### src/rtl/irq_seq_pkg.sv
package irq_seq_pkg;
  typedef enum logic [3:0] {
    S_IDLE, S_INFO, S_IDEC, S_IRD, S_PSHF, S_PSHP,
    S_VLO, S_VHI, S_ENDE, S_POPP, S_POPF, S_ENDR
  } seq_st_t;
endpackage

### src/rtl/irq_slot_ctr.sv
module irq_slot_ctr #(
  parameter int MAX = 3
) (
  input  logic clk,
  input  logic rst,
  input  logic clr,
  input  logic step,
  input  logic q_ready,
  output logic more
);
  localparam int CW = $clog2(MAX + 1);
  logic [CW-1:0] cnt;

  always_ff @(posedge clk) begin
    if (rst || clr) cnt <= '0;
    else if (step)  cnt <= cnt + 1'b1;
  end

  assign more = q_ready && (cnt < CW'(MAX));

  // a fetch slot is only taken while the queue is ready
  a_r2_step_needs_ready: assert property (@(posedge clk) disable iff (rst)
    step |-> q_ready);
endmodule

### src/rtl/irq_flag_mod.sv
module irq_flag_mod #(
  parameter int FW        = 8,
  parameter int IPL_W     = 3,
  parameter int IPL_LSB   = 0,
  parameter int IFLAG_POS = 7
) (
  input  logic [FW-1:0]    flg_in,
  input  logic [IPL_W-1:0] lvl,
  output logic [FW-1:0]    flg_out
);
  for (genvar i = 0; i < FW; i++) begin : g_bit
    if (i == IFLAG_POS) begin : g_en
      assign flg_out[i] = 1'b0;
    end else if (i >= IPL_LSB && i < IPL_LSB + IPL_W) begin : g_lvl
      assign flg_out[i] = lvl[i-IPL_LSB];
    end else begin : g_keep
      assign flg_out[i] = flg_in[i];
    end
  end
endmodule

### src/rtl/irq_bus_reg.sv
module irq_bus_reg #(
  parameter int AW = 20,
  parameter int DW = 16
) (
  input  logic          clk,
  input  logic          rst,
  input  logic          load,
  input  logic          n_req,
  input  logic          n_we,
  input  logic [AW-1:0] n_addr,
  input  logic [DW-1:0] n_wdata,
  input  logic          bus_rdy,
  output logic          bus_req,
  output logic          bus_we,
  output logic [AW-1:0] bus_addr,
  output logic [DW-1:0] bus_wdata
);
  always_ff @(posedge clk) begin
    if (rst) begin
      bus_req   <= 1'b0;
      bus_we    <= 1'b0;
      bus_addr  <= '0;
      bus_wdata <= '0;
    end else if (load) begin
      bus_req   <= n_req;
      bus_we    <= n_we;
      bus_addr  <= n_addr;
      bus_wdata <= n_wdata;
    end
  end

  // an unanswered access keeps every field
  a_r8_hold_access: assert property (@(posedge clk) disable iff (rst)
    (bus_req && !bus_rdy) |=> (bus_req && $stable(bus_addr) &&
                               $stable(bus_we) && $stable(bus_wdata)));
endmodule

### src/rtl/irq_seq.sv
module irq_seq
  import irq_seq_pkg::*;
#(
  parameter int AW        = 20,
  parameter int DW        = 16,
  parameter int FW        = 8,
  parameter int PCW       = 24,
  parameter int IPL_W     = 3,
  parameter int IPL_LSB   = 0,
  parameter int IFLAG_POS = 7,
  parameter int MAX_SLOTS = 3
) (
  input  logic             clk,
  input  logic             rst,
  input  logic             acc_req,
  input  logic [IPL_W-1:0] acc_lvl,
  input  logic             ret_req,
  input  logic [AW-1:0]    vec_addr,
  input  logic [AW-1:0]    sp_in,
  input  logic [PCW-1:0]   pc_in,
  input  logic [FW-1:0]    flg_in,
  input  logic             q_ready,
  input  logic             bus_rdy,
  input  logic [DW-1:0]    bus_rdata,
  output logic             bus_req,
  output logic             bus_we,
  output logic [AW-1:0]    bus_addr,
  output logic [DW-1:0]    bus_wdata,
  output logic             busy,
  output logic             done,
  output logic [DW-1:0]    int_info,
  output logic             pc_we,
  output logic [PCW-1:0]   pc_wdata,
  output logic             flg_we,
  output logic [FW-1:0]    flg_wdata,
  output logic             sp_we,
  output logic [AW-1:0]    sp_wdata
);
  localparam int HIW = PCW - DW;
  localparam logic [AW-1:0] WORD = AW'(2);
  localparam logic [AW-1:0] PAIR = AW'(4);

  seq_st_t          state, nst;
  logic [AW-1:0]    sp_base, vec_q;
  logic [PCW-1:0]   pc_q;
  logic [FW-1:0]    flg_q, flg_ent;
  logic [IPL_W-1:0] lvl_q;
  logic [DW-1:0]    lo_q;
  logic             xfer, more, step, start_ent, start_ret;
  logic             load, n_req, n_we;
  logic [AW-1:0]    n_addr;
  logic [DW-1:0]    n_wdata;

  assign xfer      = bus_req && bus_rdy;
  assign start_ent = (state == S_IDLE) && acc_req;
  assign start_ret = (state == S_IDLE) && !acc_req && ret_req;
  assign step      = (state == S_IDEC) && more;
  assign busy      = (state != S_IDLE);

  irq_slot_ctr #(.MAX(MAX_SLOTS)) u_slots (
    .clk(clk), .rst(rst), .clr(start_ent), .step(step),
    .q_ready(q_ready), .more(more)
  );

  irq_flag_mod #(.FW(FW), .IPL_W(IPL_W), .IPL_LSB(IPL_LSB),
                 .IFLAG_POS(IFLAG_POS)) u_flags (
    .flg_in(flg_q), .lvl(lvl_q), .flg_out(flg_ent)
  );

  irq_bus_reg #(.AW(AW), .DW(DW)) u_bus (
    .clk(clk), .rst(rst), .load(load), .n_req(n_req), .n_we(n_we),
    .n_addr(n_addr), .n_wdata(n_wdata), .bus_rdy(bus_rdy),
    .bus_req(bus_req), .bus_we(bus_we), .bus_addr(bus_addr),
    .bus_wdata(bus_wdata)
  );

  always_comb begin
    nst     = state;
    load    = 1'b0;
    n_req   = 1'b0;
    n_we    = 1'b0;
    n_addr  = '0;
    n_wdata = '0;
    case (state)
      S_IDLE: begin
        if (acc_req) begin
          nst = S_INFO; load = 1'b1; n_req = 1'b1;
        end else if (ret_req) begin
          nst = S_POPP; load = 1'b1; n_req = 1'b1; n_addr = sp_in;
        end
      end
      S_INFO, S_IRD: if (xfer) begin nst = S_IDEC; load = 1'b1; end
      S_IDEC: begin
        load  = 1'b1;
        n_req = 1'b1;
        if (more) begin
          nst = S_IRD; n_addr = pc_q[AW-1:0];
        end else begin
          nst = S_PSHF; n_we = 1'b1; n_addr = sp_base - WORD;
          n_wdata = {flg_q, pc_q[PCW-1:DW]};
        end
      end
      S_PSHF: if (xfer) begin
        nst = S_PSHP; load = 1'b1; n_req = 1'b1; n_we = 1'b1;
        n_addr = sp_base - PAIR; n_wdata = pc_q[DW-1:0];
      end
      S_PSHP: if (xfer) begin
        nst = S_VLO; load = 1'b1; n_req = 1'b1; n_addr = vec_q;
      end
      S_VLO: if (xfer) begin
        nst = S_VHI; load = 1'b1; n_req = 1'b1; n_addr = vec_q + WORD;
      end
      S_VHI: if (xfer) begin nst = S_ENDE; load = 1'b1; end
      S_POPP: if (xfer) begin
        nst = S_POPF; load = 1'b1; n_req = 1'b1; n_addr = sp_base + WORD;
      end
      S_POPF: if (xfer) begin nst = S_ENDR; load = 1'b1; end
      S_ENDE, S_ENDR: nst = S_IDLE;
      default: nst = S_IDLE;
    endcase
  end

  always_ff @(posedge clk) begin
    if (rst) begin
      state    <= S_IDLE;
      sp_base  <= '0;
      vec_q    <= '0;
      pc_q     <= '0;
      flg_q    <= '0;
      lvl_q    <= '0;
      lo_q     <= '0;
      int_info <= '0;
      done     <= 1'b0;
      pc_we    <= 1'b0;
      flg_we   <= 1'b0;
      sp_we    <= 1'b0;
      pc_wdata <= '0;
      flg_wdata <= '0;
      sp_wdata <= '0;
    end else begin
      state  <= nst;
      done   <= 1'b0;
      pc_we  <= 1'b0;
      flg_we <= 1'b0;
      sp_we  <= 1'b0;
      if (start_ent) begin
        sp_base <= sp_in;
        vec_q   <= vec_addr;
        pc_q    <= pc_in;
        flg_q   <= flg_in;
        lvl_q   <= acc_lvl;
      end
      if (start_ret) sp_base <= sp_in;
      if (state == S_INFO && xfer) int_info <= bus_rdata;
      if ((state == S_VLO || state == S_POPP) && xfer) lo_q <= bus_rdata;
      if (state == S_VHI && xfer) begin
        done <= 1'b1; pc_we <= 1'b1; flg_we <= 1'b1; sp_we <= 1'b1;
        pc_wdata  <= {bus_rdata[HIW-1:0], lo_q};
        flg_wdata <= flg_ent;
        sp_wdata  <= sp_base - PAIR;
      end
      if (state == S_POPF && xfer) begin
        done <= 1'b1; pc_we <= 1'b1; flg_we <= 1'b1; sp_we <= 1'b1;
        pc_wdata  <= {bus_rdata[HIW-1:0], lo_q};
        flg_wdata <= bus_rdata[DW-1 -: FW];
        sp_wdata  <= sp_base + PAIR;
      end
    end
  end

  // acceptance opens with a read at address zero
  a_r1_info_first: assert property (@(posedge clk) disable iff (rst)
    start_ent |=> (bus_req && !bus_we && bus_addr == '0));

  // done lasts one cycle, and core loads only ride on it
  a_r9_done_pulse: assert property (@(posedge clk) disable iff (rst)
    done |=> !done);
  a_r9_loads_on_done: assert property (@(posedge clk) disable iff (rst)
    (pc_we || flg_we || sp_we) |-> done);

  // no operation can start from a busy state
  a_r10_no_restart: assert property (@(posedge clk) disable iff (rst)
    busy |=> !((state == S_INFO || state == S_POPP) && $past(state) != state));

  // entry flags leave the enable bit clear and carry the taken level
  a_r5_entry_flags: assert property (@(posedge clk) disable iff (rst)
    (flg_we && state == S_ENDE) |->
      (!flg_wdata[IFLAG_POS] && flg_wdata[IPL_LSB +: IPL_W] == lvl_q));

  // entry lowers the stack pointer by four
  a_r6_entry_sp: assert property (@(posedge clk) disable iff (rst)
    (sp_we && state == S_ENDE) |-> (sp_wdata + PAIR == sp_base));
endmodule

### config.mk
export PLATFORM = sky130hd
export DESIGN_NAME = irq_seq
export DESIGN_NICKNAME = d
export VERILOG_FILES = /design/src/rtl/irq_seq_pkg.sv /design/src/rtl/irq_slot_ctr.sv /design/src/rtl/irq_flag_mod.sv /design/src/rtl/irq_bus_reg.sv /design/src/rtl/irq_seq.sv
export SDC_FILE = /design/constraint.sdc
export NUM_CORES = 1
export LEC_CHECK = 0
export CAP_MARGIN = 25
export CELL_PAD_IN_SITES_DETAIL_PLACEMENT = 0
export CELL_PAD_IN_SITES_GLOBAL_PLACEMENT = 1
export CORE_AREA = 2 2 167 169
export DETAILED_ROUTE_END_ITERATION = 16
export DIE_AREA = 0 0 169 171
export PLACE_DENSITY_LB_ADDON = 0.1
export SLEW_MARGIN = 0
export SYNTH_ARGS = -nofsm -noshare
export SYNTH_HDL_FRONTEND = slang
export SYNTH_SLANG_ARGS = --single-unit
export TNS_END_PERCENT = 5
### constraint.sdc
create_clock -name clk -period 2.9 [get_ports clk]
set_clock_uncertainty 0.1 [all_clocks]
set_input_delay 0.58 -clock clk [delete_from_list [all_inputs] [get_ports clk]]
set_output_delay 0.58 -clock clk [all_outputs]
set_load 0.02 [all_outputs]
### Yosys cells after proc, flatten, opt, wreduce, memory -nomap -nowiden

Index checks and enable logic that the tools add are counted.

* bits of input ports: 97
* logic and storage cells: 101
* register bits after elaboration: 204

* $add $sub $neg: 6
* equality and inequality tests: 17
* reductions and logical operators: 21
* mux-type cells: 39
* $lt $le $gt $ge: 1

Operator list (count)
* $mux W20: 11
* $pmux W20 S6: 1
* $mux W24: 2
* $add A20 B2 Y20 const B: 2
* $mux W4: 9
* $pmux W4 S9: 1
* $mux W16: 2
* $pmux W16 S2: 1
* $add A20 B3 Y20 const B: 1
* $sub A20 B2 Y20 const B: 1
* $sub A20 B3 Y20 const B: 1
* $eq A4 B3 Y1 const B: 4
* $mux W8: 2
* $ne A2 B2 Y1 const B: 7
* $logic_and A1 B1 Y1: 10
* $eq A4 B2 Y1 const B: 2
* $eq A4 B4 Y1 const B: 2
* $reduce_and A8 Y1: 1
* $reduce_or A8 Y1: 1
* $mux W1: 6
* $pmux W1 S3: 2
* $eq A4 B1 Y1 const B: 1
* $logic_not A4 Y1: 1
* $reduce_bool A2 Y1: 2
* other kinds (10): 11

### Longest topological paths before layout

Gate-level depths: netlist of the first run.

* depth after elaboration: 4
* depth in mapped cells: 10

### Hierarchy

A second synthesis of the first run with hierarchy kept.

* cells, all modules: 1331
* area total of the unflattened synthesis: 10274.9 um^2

Modules (own cells, without submodules)
* irq_seq: cells an instance 1192, area each 8754.6 um^2, sequential area each 3283.1 um^2, times used 1
* irq_bus_reg: cells an instance 122, area each 1358.8 um^2, sequential area each 760.7 um^2, times used 1
* irq_slot_ctr: cells an instance 8, area each 97.6 um^2, sequential area each 40.0 um^2, times used 1
* irq_flag_mod: cells an instance 9, area each 63.8 um^2, sequential area each 0.0 um^2, times used 1

### Worst setup path after synthesis of the first run

OpenSTA, ideal clock, no wires.

* path type: flip-flop to flip-flop
* start: register sp_base[2]
* end: register u_bus.bus_addr[17]
* cell stages (with the launch flop): 10
* data arrival time: 2.148 ns
* clock period less this slack: 2.381 ns
* setup slack: 0.519 ns
* cells stage by stage: dfxtp_1 -> clkbuf_1 -> inv_1 -> ha_1 -> nor3b_1 -> nand4_1 -> nor3_1 -> xor2_1 -> a221oi_1 -> o22ai_2

* cells in the longest elaborated chain, start to end: 3
* elaborated cells between the ends (all ways): 7
* classes of those cells: 3 x add/sub; 4 x mux

Ends and longest elaborated chain
* from (decl): RTL line irq_seq.sv:44 `logic [AW-1:0] sp_base, vec_q;`
* from (signal assigned): RTL line irq_seq.sv:147 `sp_base <= sp_in;`
* from (signal assigned): RTL line irq_seq.sv:153 `if (start_ret) sp_base <= sp_in;`
* $add A20 B2 Y20, or another cell as far along: RTL line irq_seq.sv:115 `nst = S_POPF; load = 1'b1; n_req = 1'b1; n_addr = sp_base + WORD;`
* $mux W20, on equally long branches: RTL line irq_seq.sv:114, irq_seq.sv:96, irq_seq.sv:103
* $pmux W20 S6 *: RTL line irq_seq.sv:84 `case (state)`
* to (signal assigned): RTL line irq_bus_reg.sv:27 `bus_addr <= n_addr;`
* to (decl): RTL line irq_bus_reg.sv:15 `output logic [AW-1:0] bus_addr,`

Every way passes the cells marked *; elsewhere a longest branch is shown, timed or not.
A chain may end at the register's enable or synchronous reset.

### Worst setup path in the final report of the first run

* start: register state[0]
* end: output port busy

* cells in the longest elaborated chain, start to end: 1

Ends and longest elaborated chain
* from (decl): RTL line irq_seq.sv:43 `seq_st_t state, nst;`
* from (signal assigned): RTL line irq_seq.sv:141 `state <= nst;`
* $reduce_bool A4 Y1: RTL line irq_seq.sv:58 `assign busy = (state != S_IDLE);`
* to (decl): RTL line irq_seq.sv:29 `output logic busy,`

Every way passes these cells.

==> results.toml, run 1 <==
[run_status]
outcome = "finished, final reports clean"

[global_routing]
globalRouteTotalUtil_pct = 25.5
number_of_antenna_violations_at_the_first_check_in_global_routing = 0
grt_first_pass_wirelength_mm = 57.6
grt_pass1_vias = 9611
grt_max_degree = 92
grt-ovfl-total = 0

[floorplan]
die-height_um = 171
floorplan.die_area_sq_um = 28900
chipWidth_um = 169
io_count = 208
row_count = 61
core_ar_sq_um = 27300
start_util_pct = 36.3

[sta]
report.final.hold_viol_count = 0
drv_slew = 0
fmax_mhz = 359
rsz0062_at_grt = "no"
finalHoldWorstSlack_ns = 0.301
finalSetupViolCount = 0
maxSlewHeadroom_pct = 53.1
timing.final.crit_period_ns = 2.79
layout_worst_path_cycle_share_pct = 96.1
setup_tns_ns = 0
worst_pin_slew_ns = 0.704

[critical_path]
path_class = "reg2out"
critical_path.startpoint_type = "register"
worstPathRequired_ns = 2.22
cpMaxStageDelayCell = "sky130_fd_sc_hd__dfxtp_1"
worst_path_largest_cell_delay_ns = 0.73
cp_cell_sequence = "nor3_4, inv_2, clkdlybuf4s50_1"
worst_setup_path_end_kind = "primary output"
crit_arrival_ns = 2.11
worstPathMaxFanout = 16

[cts]
ctsHtreeMaxLevel = 1
cts_hold_repair.buffers = 0
numClockSinks = 204
cts_buffer_depth = 3
cts_tree = "built"
numCtsBuffers = 24
cts_root_buffer = "sky130_fd_sc_hd__clkbuf_16"
cts.clk_slew.worst_paths_ns = 0.06
clk_latency_ns = 0.53

[hold_path]
hold_path.class = "in2reg"

[final_layout]
design_area_sq_um = 13600
num-nets-final = 1607
final_layout_size_suffix_gt1_share_pct = 10.1
final_cells = 1865
flow.area_growth_from_synthesis_pct = 37.1
antenna_cells = 0
fillers = 2782
postLayoutCoreUtil_pct = 49.7

[pwr]
max-vdd-ir-drop_uv = 419
power_density_nw_per_um2 = 772
p_leak_nw = 4.79

[place]
gp_congestion = 0.944
dpl_cell_area_sq_um = 12800
numPlacedInstances = 1822
detailedPlacementHpwl_mm = 27.8
port_buffers = 207

[detailed_routing]
route.antenna.remaining_nets = 0
finalWirelength_mm = 38.1
dr.pass1.iters = 6
vias_per_cell = 5.46
post_drt_wl_per_cell_um = 20.4
post-route-drc-count = 0
num_vias = 10200
drt_iter0_drc = 991

[logic_synthesis]
synth_edf_count = 0
netlist_top_cells_area = "sky130_fd_sc_hd__dfxtp_1, sky130_fd_sc_hd__nand2_1, sky130_fd_sc_hd__a21oi_1"
yosys.area.top_type = "sky130_fd_sc_hd__dfxtp_1"
synth_async_sr_flop_share_pct = 0
synth_top_cells_by_count = "sky130_fd_sc_hd__nand2_1, sky130_fd_sc_hd__dfxtp_1, sky130_fd_sc_hd__a21oi_1, sky130_fd_sc_hd__nor2_1, sky130_fd_sc_hd__clkbuf_1"
synth_top_area_share_pct = 41.2
yosysMostFrequentCell = "sky130_fd_sc_hd__nand2_1"
yosys.cell_types.count = 67
synthesis.area_per_instance_sq_um = 7.69
postSynthNetCount = 1393
synth.yosys.seq_area_share_pct = 41.2
syn_area_sq_um = 9910
post_synth_inst_count = 1289
synth_seq_cells = 204
synth_top_flop_cell = "sky130_fd_sc_hd__dfxtp_1"
yosysWarningCount = 0

[run]
maxCapViolations = 0
[final timing paths]
path / from / to / slack (ns) / cells after the start
worst max-delay path: state[0] / busy / 0.11 / 3
worst min register to register: flg_wdata[5] / flg_wdata[5] / 0.35 / 2
worst min-delay path: rst / sp_wdata[2] / 0.30 / 2
worst max register to register: sp_base[4] / sp_wdata[18] / 0.28 / 7
[sequential cells by signal (all words and copies together) (netlist names)]
name             cells
sp_wdata            20
sp_base             20
u_slots.cnt          2
u_bus.bus_req        1
int_info            16
state                4
sp_we                1
flg_wdata            8
lvl_q                3
pc_wdata            24
lo_q                16
u_bus.bus_addr      20
u_bus.bus_we         1
u_bus.bus_wdata     16
pc_q                24
vec_q               20
flg_q                8
[repair_timing]
| action | in CTS | in global routing |
|---|---|---|
| setup buffers | 0 | 1 |
| resized for setup | 2 | 1 |
| cloned | 0 | 0 |
| pin swaps | 0 | 1 |
| endpoints found under the setup margin | 1 | 1 |
[area by class of cell]
class                   instances  area, sq um  share of cell area (%)
clock buffers                  33          674                    4.96
well taps                     346          433                    3.18
multi-input cells             965         5370                    39.5
flip-flops and latches        204         4090                    30.1
inverters                      12         45.0                   0.331
repair buffers                296         2840                    20.9
clock inverters                 9          140                    1.03
[metrics by stage]
step / power (mW) / worst slack [ns]
floorplan: 5.71 / 0.519
global placement: 7.35 / 0.148
detailed placement: 7.31 / 0.0932
CTS: 10.5 / 0.0183
global route: 11.0 / 0.0391
finish: 10.5 / 0.113
[kinds of logic after synthesis]
| logic type | after synthesis | share of synthesized area, % |
|---|---|---|
| xor gates and xnor gates | 62 | 5.48 |
| buffers and inverters | 120 | 5.02 |
| DFF | 204 | 41.2 |
| AOI/OAI and AO/OA | 332 | 21.6 |
| muxes | 6 | 0.618 |
| adders and majority gates | 7 | 0.883 |
| and+or+nand+nor | 558 | 25.2 |
[worst max-delay path, delay by kind of cell (launching register included)]
family	cells	cell delay, ns
flip-flops	1	0.73
buffers and inverters	2	0.71
AND/OR/NAND/NOR	1	0.12
[layer usage]
metal	track usage [%]	vias up	part of all wire [%]
li1	-	4965	-
met1	35.7	4724	45
met2	39.7	427	44
met3	4.77	69	7.9
met4	8.10	0	3.2
met5	0	-	0
[cell usage in the layout (no fill, tap or decap), drive strengths merged, types with 5 or more instances in the layout]
master         count
a21oi            171
a221o              5
a221oi            12
a222oi            31
a22oi             11
a31oi             14
and3               8
and4              10
buf               90
clkbuf            33
clkdlybuf4s50    206
dfxtp            204
ha                 7
inv               13
mux2i              5
nand2            358
nand2b             5
nand3             30
nand4             12
nor2              72
nor2b              5
nor3              27
nor4              11
o211ai             5
o21ai             26
o221ai            19
o22ai              8
xnor2             35
xor2              27
[report_power, final]
group / internal (mW) / switching, mW / leakage [nW]
registers: 3.12 / 0.499 / 1.66
logic: 1.48 / 2.26 / 2.74
clock network: 1.89 / 1.25 / 0.392
total: 6.49 / 4.01 / 4.79
(Power assumes the default switching activity.)
==> run 2: changes to the inputs <==
--- a/config.mk
+++ b/config.mk
@@ -6,11 +6,11 @@
 export NUM_CORES = 1
 export LEC_CHECK = 0
 export CAP_MARGIN = 25
-export CELL_PAD_IN_SITES_DETAIL_PLACEMENT = 0
-export CELL_PAD_IN_SITES_GLOBAL_PLACEMENT = 1
-export CORE_AREA = 2 2 167 169
+export CELL_PAD_IN_SITES_DETAIL_PLACEMENT = 2
+export CELL_PAD_IN_SITES_GLOBAL_PLACEMENT = 2
+export CORE_AREA = 2 2 188 190
 export DETAILED_ROUTE_END_ITERATION = 16
-export DIE_AREA = 0 0 169 171
+export DIE_AREA = 0 0 190 192
 export PLACE_DENSITY_LB_ADDON = 0.1
 export SLEW_MARGIN = 0
 export SYNTH_ARGS = -nofsm -noshare
==> results.toml, run 2 (synthesis gave the netlist of run 1 again) <==
[global_routing]
grt_first_pass_wirelength_mm = 69.2
number_of_antenna_violations_at_the_first_check_in_global_routing = 0
grt_max_degree = 81
globalRouteTotalUtil_pct = 24.7
grt_pass1_vias = 11200
grt-ovfl-total = 0

[critical_path]
setup.worst_path.start = "state[1]"
cpMaxStageDelayCell = "sky130_fd_sc_hd__clkdlybuf4s50_1"
worst_path_largest_cell_delay_ns = 0.61
cp_cell_sequence = "buf_4, nor3_4, inv_2, clkdlybuf4s50_1"
crit_arrival_ns = 2.06
worst_setup_path_end_kind = "primary output"
critical_path.startpoint_type = "register"
worstPathMaxFanout = 13
r2r_setup_slack_ns = 0.22
worstPathRequired_ns = 2.22
path_class = "reg2out"
launching_point_of_the_worst_reg2reg_path = "sp_base[2]"

[sta]
rsz0062_at_grt = "no"
fmax_mhz = 365
final_critical_path_setup_slack_ns = 0.160
layout_worst_path_cycle_share_pct = 94.5
timing.final.crit_period_ns = 2.74
maxSlewHeadroom_pct = 56.4
worst_pin_slew_ns = 0.649
finalSetupViolCount = 0
setup_tns_ns = 0
report.final.hold_viol_count = 0
drv_slew = 0
finalHoldWorstSlack_ns = 0.341

[floorplan]
floorplan.die_area_sq_um = 36500
die-height_um = 192
io_count = 208
chipWidth_um = 190
row_count = 68
core_ar_sq_um = 34300
start_util_pct = 28.9

[final_layout]
layout.cells.most_common = "sky130_fd_sc_hd__nand2_1"
num-nets-final = 1616
most_frequent_cells_in_the_layout = "sky130_fd_sc_hd__nand2_1, sky130_fd_sc_hd__clkdlybuf4s50_1, sky130_fd_sc_hd__dfxtp_1"
postLayoutCoreUtil_pct = 40.6
top_regs = "pc_q: 24 flops, pc_wdata: 24 flops"
antenna_cells = 0
flow.area_growth_from_synthesis_pct = 40.4
fillers = 3841
final_layout_size_suffix_gt1_share_pct = 11.0

[pwr]
fin_total_pwr_mw = 11.1
power_density_nw_per_um2 = 796
max-vdd-ir-drop_uv = 431
p_leak_nw = 4.89

[cts]
ctsHtreeMaxLevel = 1
cts_root_buffer = "sky130_fd_sc_hd__clkbuf_16"
cts_tree = "built"
cts.clk_slew.worst_paths_ns = 0.06
numClockSinks = 204
cts_setup_buffers = 0
cts_buffer_depth = 3
clk_latency_ns = 0.54
numCtsBuffers = 25
cts_hold_repair.buffers = 0

[detailed_routing]
vias_per_cell = 5.36
finalWirelength_mm = 45.6
post_drt_wl_per_cell_um = 23.0
post-route-drc-count = 0
dr.pass1.iters = 6
route.antenna.remaining_nets = 0
drt_iter0_drc = 822
num_vias = 10600

[place]
port_buffers = 207
gp_congestion = 0.905
detailedPlacementHpwl_mm = 34.1
place_worst_setup_slack_ns = 0.0781

[hold_path]
hold_path.class = "in2reg"
timing.hold.worst.start = "rst"

[run]
maxCapViolations = 0

[run_status]
outcome = "finished, final reports clean"
run 2: what timing repair did:
| item | CTS | global route |
|---|---|---|
| setup endpoints to repair | 1 | 1 |
| gates resized for setup | 2 | 2 |
| cloned | 0 | 0 |
run 2: area by class of cell:
class	instances	area, sq um	area share (%)
repair buffers	304	2940	21.1
clock inverters	10	169	1.21
multi-input cells	965	5370	38.6
clock buffers	35	733	5.27
well taps	455	569	4.09
flip-flops and latches	204	4090	29.4
inverters	12	45.0	0.324
run 2: path summary, 6_finish.rpt:
kind | to | cells past startpoint
hold reg to reg | pc_wdata[10] | 2
setup reg to reg | u_bus.bus_addr[12] | 8
hold / removal | flg_wdata[7] | 2
setup / recovery | busy | 4
run 2: report_power, final:
part / internal, mW / switching, mW / leakage [nW]
clock network: 2.12 / 1.30 / 0.448
registers: 3.12 / 0.544 / 1.66
logic: 1.53 / 2.45 / 2.78
run 2: worst max-delay path: cells and delay by family, from the launching register on:
| family | cells | cell delay (ns) |
|---|---|---|
| DFF | 1 | 0.49 |
| and+or+nand+nor | 1 | 0.07 |
| buffers and inverters | 3 | 0.96 |
run 2: metrics by stage:
| step | area [sq um] | cells |
|---|---|---|
| floorplan | 9910 | 1289 |
| global placement | 13000 | 1940 |
| detailed placement | 13000 | 1940 |
| CTS | 13900 | 1985 |
| global route | 13900 | 1985 |
| finish | 13900 | 1985 |
run 2: layer usage:
metal / wire length, um / part of all wire [%] / vias to the layer above / GRT usage, %
li1: - / - / 4994 / -
met2: 21200 / 46 / 336 / 41.5
met1: 20400 / 45 / 5259 / 32.9
met3: 2770 / 6.1 / 54 / 3.91
met4: 1160 / 2.6 / 0 / 6.68
met5: 0 / 0 / - / 0
==> run 3: changes to the inputs <==
--- a/config.mk
+++ b/config.mk
@@ -11,7 +11,8 @@
 export CORE_AREA = 2 2 188 190
 export DETAILED_ROUTE_END_ITERATION = 16
 export DIE_AREA = 0 0 190 192
-export PLACE_DENSITY_LB_ADDON = 0.1
+export GPL_TIMING_DRIVEN = 0
+export PLACE_DENSITY = 0.8
 export SLEW_MARGIN = 0
 export SYNTH_ARGS = -nofsm -noshare
 export SYNTH_HDL_FRONTEND = slang
==> results.toml, run 3 (synthesis gave the netlist of run 1 again) <==
[run_status]
outcome = "finished with violations"
violated_checks = "negative setup slack"

[hold_path]
hold_path.class = "reg2reg"

[floorplan]
start_util_pct = 28.9
die-height_um = 192
floorplan.die_area_sq_um = 36500
row_count = 68
chipWidth_um = 190
io_count = 208
core_ar_sq_um = 34300

[cts]
clk_latency_ns = 0.54
cts.clk_slew.worst_paths_ns = 0.06
cts_buffer_depth = 3
cts_tree = "built"
numClockSinks = 204
cts_setup_buffers = 0
ctsHtreeMaxLevel = 1
cts_root_buffer = "sky130_fd_sc_hd__clkbuf_16"
numCtsBuffers = 25

[place]
gp_congestion = 0.915
port_buffers = 206
detailedPlacementHpwl_mm = 38.2

[detailed_routing]
total_met2_wirelength_after_detailed_routing_mm = 23.2
post_drt_wl_per_cell_um = 24.8
route.antenna.remaining_nets = 0
vias_per_cell = 5.50
post-route-drc-count = 0
finalWirelength_mm = 49.4
routed_met3_length_mm = 3.07
highest-signal-layer = "met4"
drt-met1-wl_mm = 21.0
drt_iter0_drc = 1006
num_vias = 11000
dr.pass1.iters = 6

[critical_path]
worst_setup_path_end_kind = "primary output"
worstPathMaxFanout = 7
worst_path_largest_cell_delay_ns = 0.56
r2r_setup_slack_ns = -0.02
cp_cell_sequence = "or2_1, buf_2, nor3_2, inv_2, clkdlybuf4s50_1"
crit_arrival_ns = 2.30
cpMaxStageDelayCell = "sky130_fd_sc_hd__clkdlybuf4s50_1"
critical_path.startpoint_type = "register"
worstPathRequired_ns = 2.22
path_class = "reg2out"

[run]
maxCapViolations = 0

[global_routing]
grt_first_pass_wirelength_mm = 73.0
grt_max_degree = 13
grt_pass1_vias = 11500
grt-ovfl-total = 0
number_of_antenna_violations_at_the_first_check_in_global_routing = 0
globalRouteTotalUtil_pct = 26.6

[pwr]
max-vdd-ir-drop_uv = 413
power.clock.fraction_pct = 29.7
p_leak_nw = 4.57
power.combinational.fraction_pct = 37.1
p_int_mw = 6.25
total_switching_power_mw = 4.35
power_density_nw_per_um2 = 790
fin_total_pwr_mw = 10.6
power.sequential.fraction_pct = 33.2
swShare_pct = 41.0

[final_layout]
final_layout_size_suffix_gt1_share_pct = 6.44
postLayoutCoreUtil_pct = 39.1
layout.cells.most_common = "sky130_fd_sc_hd__nand2_1"
num-nets-final = 1626
top_regs = "pc_q: 24 flops, pc_wdata: 24 flops"
antenna_cells = 0
flow.area_growth_from_synthesis_pct = 35.3
fillers = 3898
most_frequent_cells_in_the_layout = "sky130_fd_sc_hd__nand2_1, sky130_fd_sc_hd__clkdlybuf4s50_1, sky130_fd_sc_hd__dfxtp_1"

[sta]
maxSlewHeadroom_pct = 32.3
report.final.hold_viol_count = 0
finalSetupViolCount = 3
final_critical_path_setup_slack_ns = -0.0770
rsz0062_at_grt = "yes"
drv_slew = 0
timing.final.crit_period_ns = 2.98
layout_worst_path_cycle_share_pct = 103
worst_pin_slew_ns = 1.02
fmax_mhz = 336
-- run 3: worst paths after layout --
| path | start | end | cells after the start |
|---|---|---|---|
| setup / recovery | state[2] | busy | 5 |
| hold / removal | sp_wdata[9] | sp_wdata[9] | 2 |
| setup reg to reg | state[2] | u_bus.bus_wdata[12] | 6 |
| hold reg to reg | sp_wdata[9] | sp_wdata[9] | 2 |
-- run 3: final cells by class --
cell class              instances  area [sq um]  area share [%]
flip-flops and latches        204          4080            30.4
inverters                      12          45.0           0.336
well taps                     455           569            4.24
multi-input cells             965          5390            40.1
clock buffers                  36           717            5.34
plain buffers                 107           454            3.39
clock inverters                 7          91.3           0.681
repair buffers                207          2070            15.4
-- run 3: power by group through the flow --
stage	sequential (mW)	clock (mW)	combinational, mW
after floorplan	3.47	0	2.24
after global placement	3.54	0	3.68
after detailed placement	3.56	0	3.80
after CTS	3.50	3.20	3.86
after global routing	3.54	3.31	4.24
final	3.52	3.15	3.93
-- run 3: metrics by stage --
step	setup TNS, ns	instance area (sq um)	setup slack, ns	hold WS [ns]	std cells
global route	-1.13	13400	-0.151	0.372	1993
global placement	-33.52	12500	-0.878	0.340	1950
finish	-0.122	13400	-0.0770	0.353	1993
CTS	-0.341	13400	-0.0876	0.357	1994
detailed placement	-41.96	12600	-0.916	0.348	1951
floorplan	0	9910	0.519	0.332	1289
-- run 3: worst max-delay path: cells and delay by family, from the launching register on --
kind | cells | cell delay, ns
simple gates | 2 | 0.56
buf+inv | 3 | 0.85
flops | 1 | 0.36
-- run 3: what timing repair did --
item	CTS	global route
hold buffers	0	0
setup endpoints to repair	42	54
resized for setup	7	13
-- run 3: metal layers --
metal,GRT usage [%],up-vias
met5,0,-
met4,9.93,0
met3,4.44,100
met2,45.3,417
met1,33.8,5432
li1,-,5005
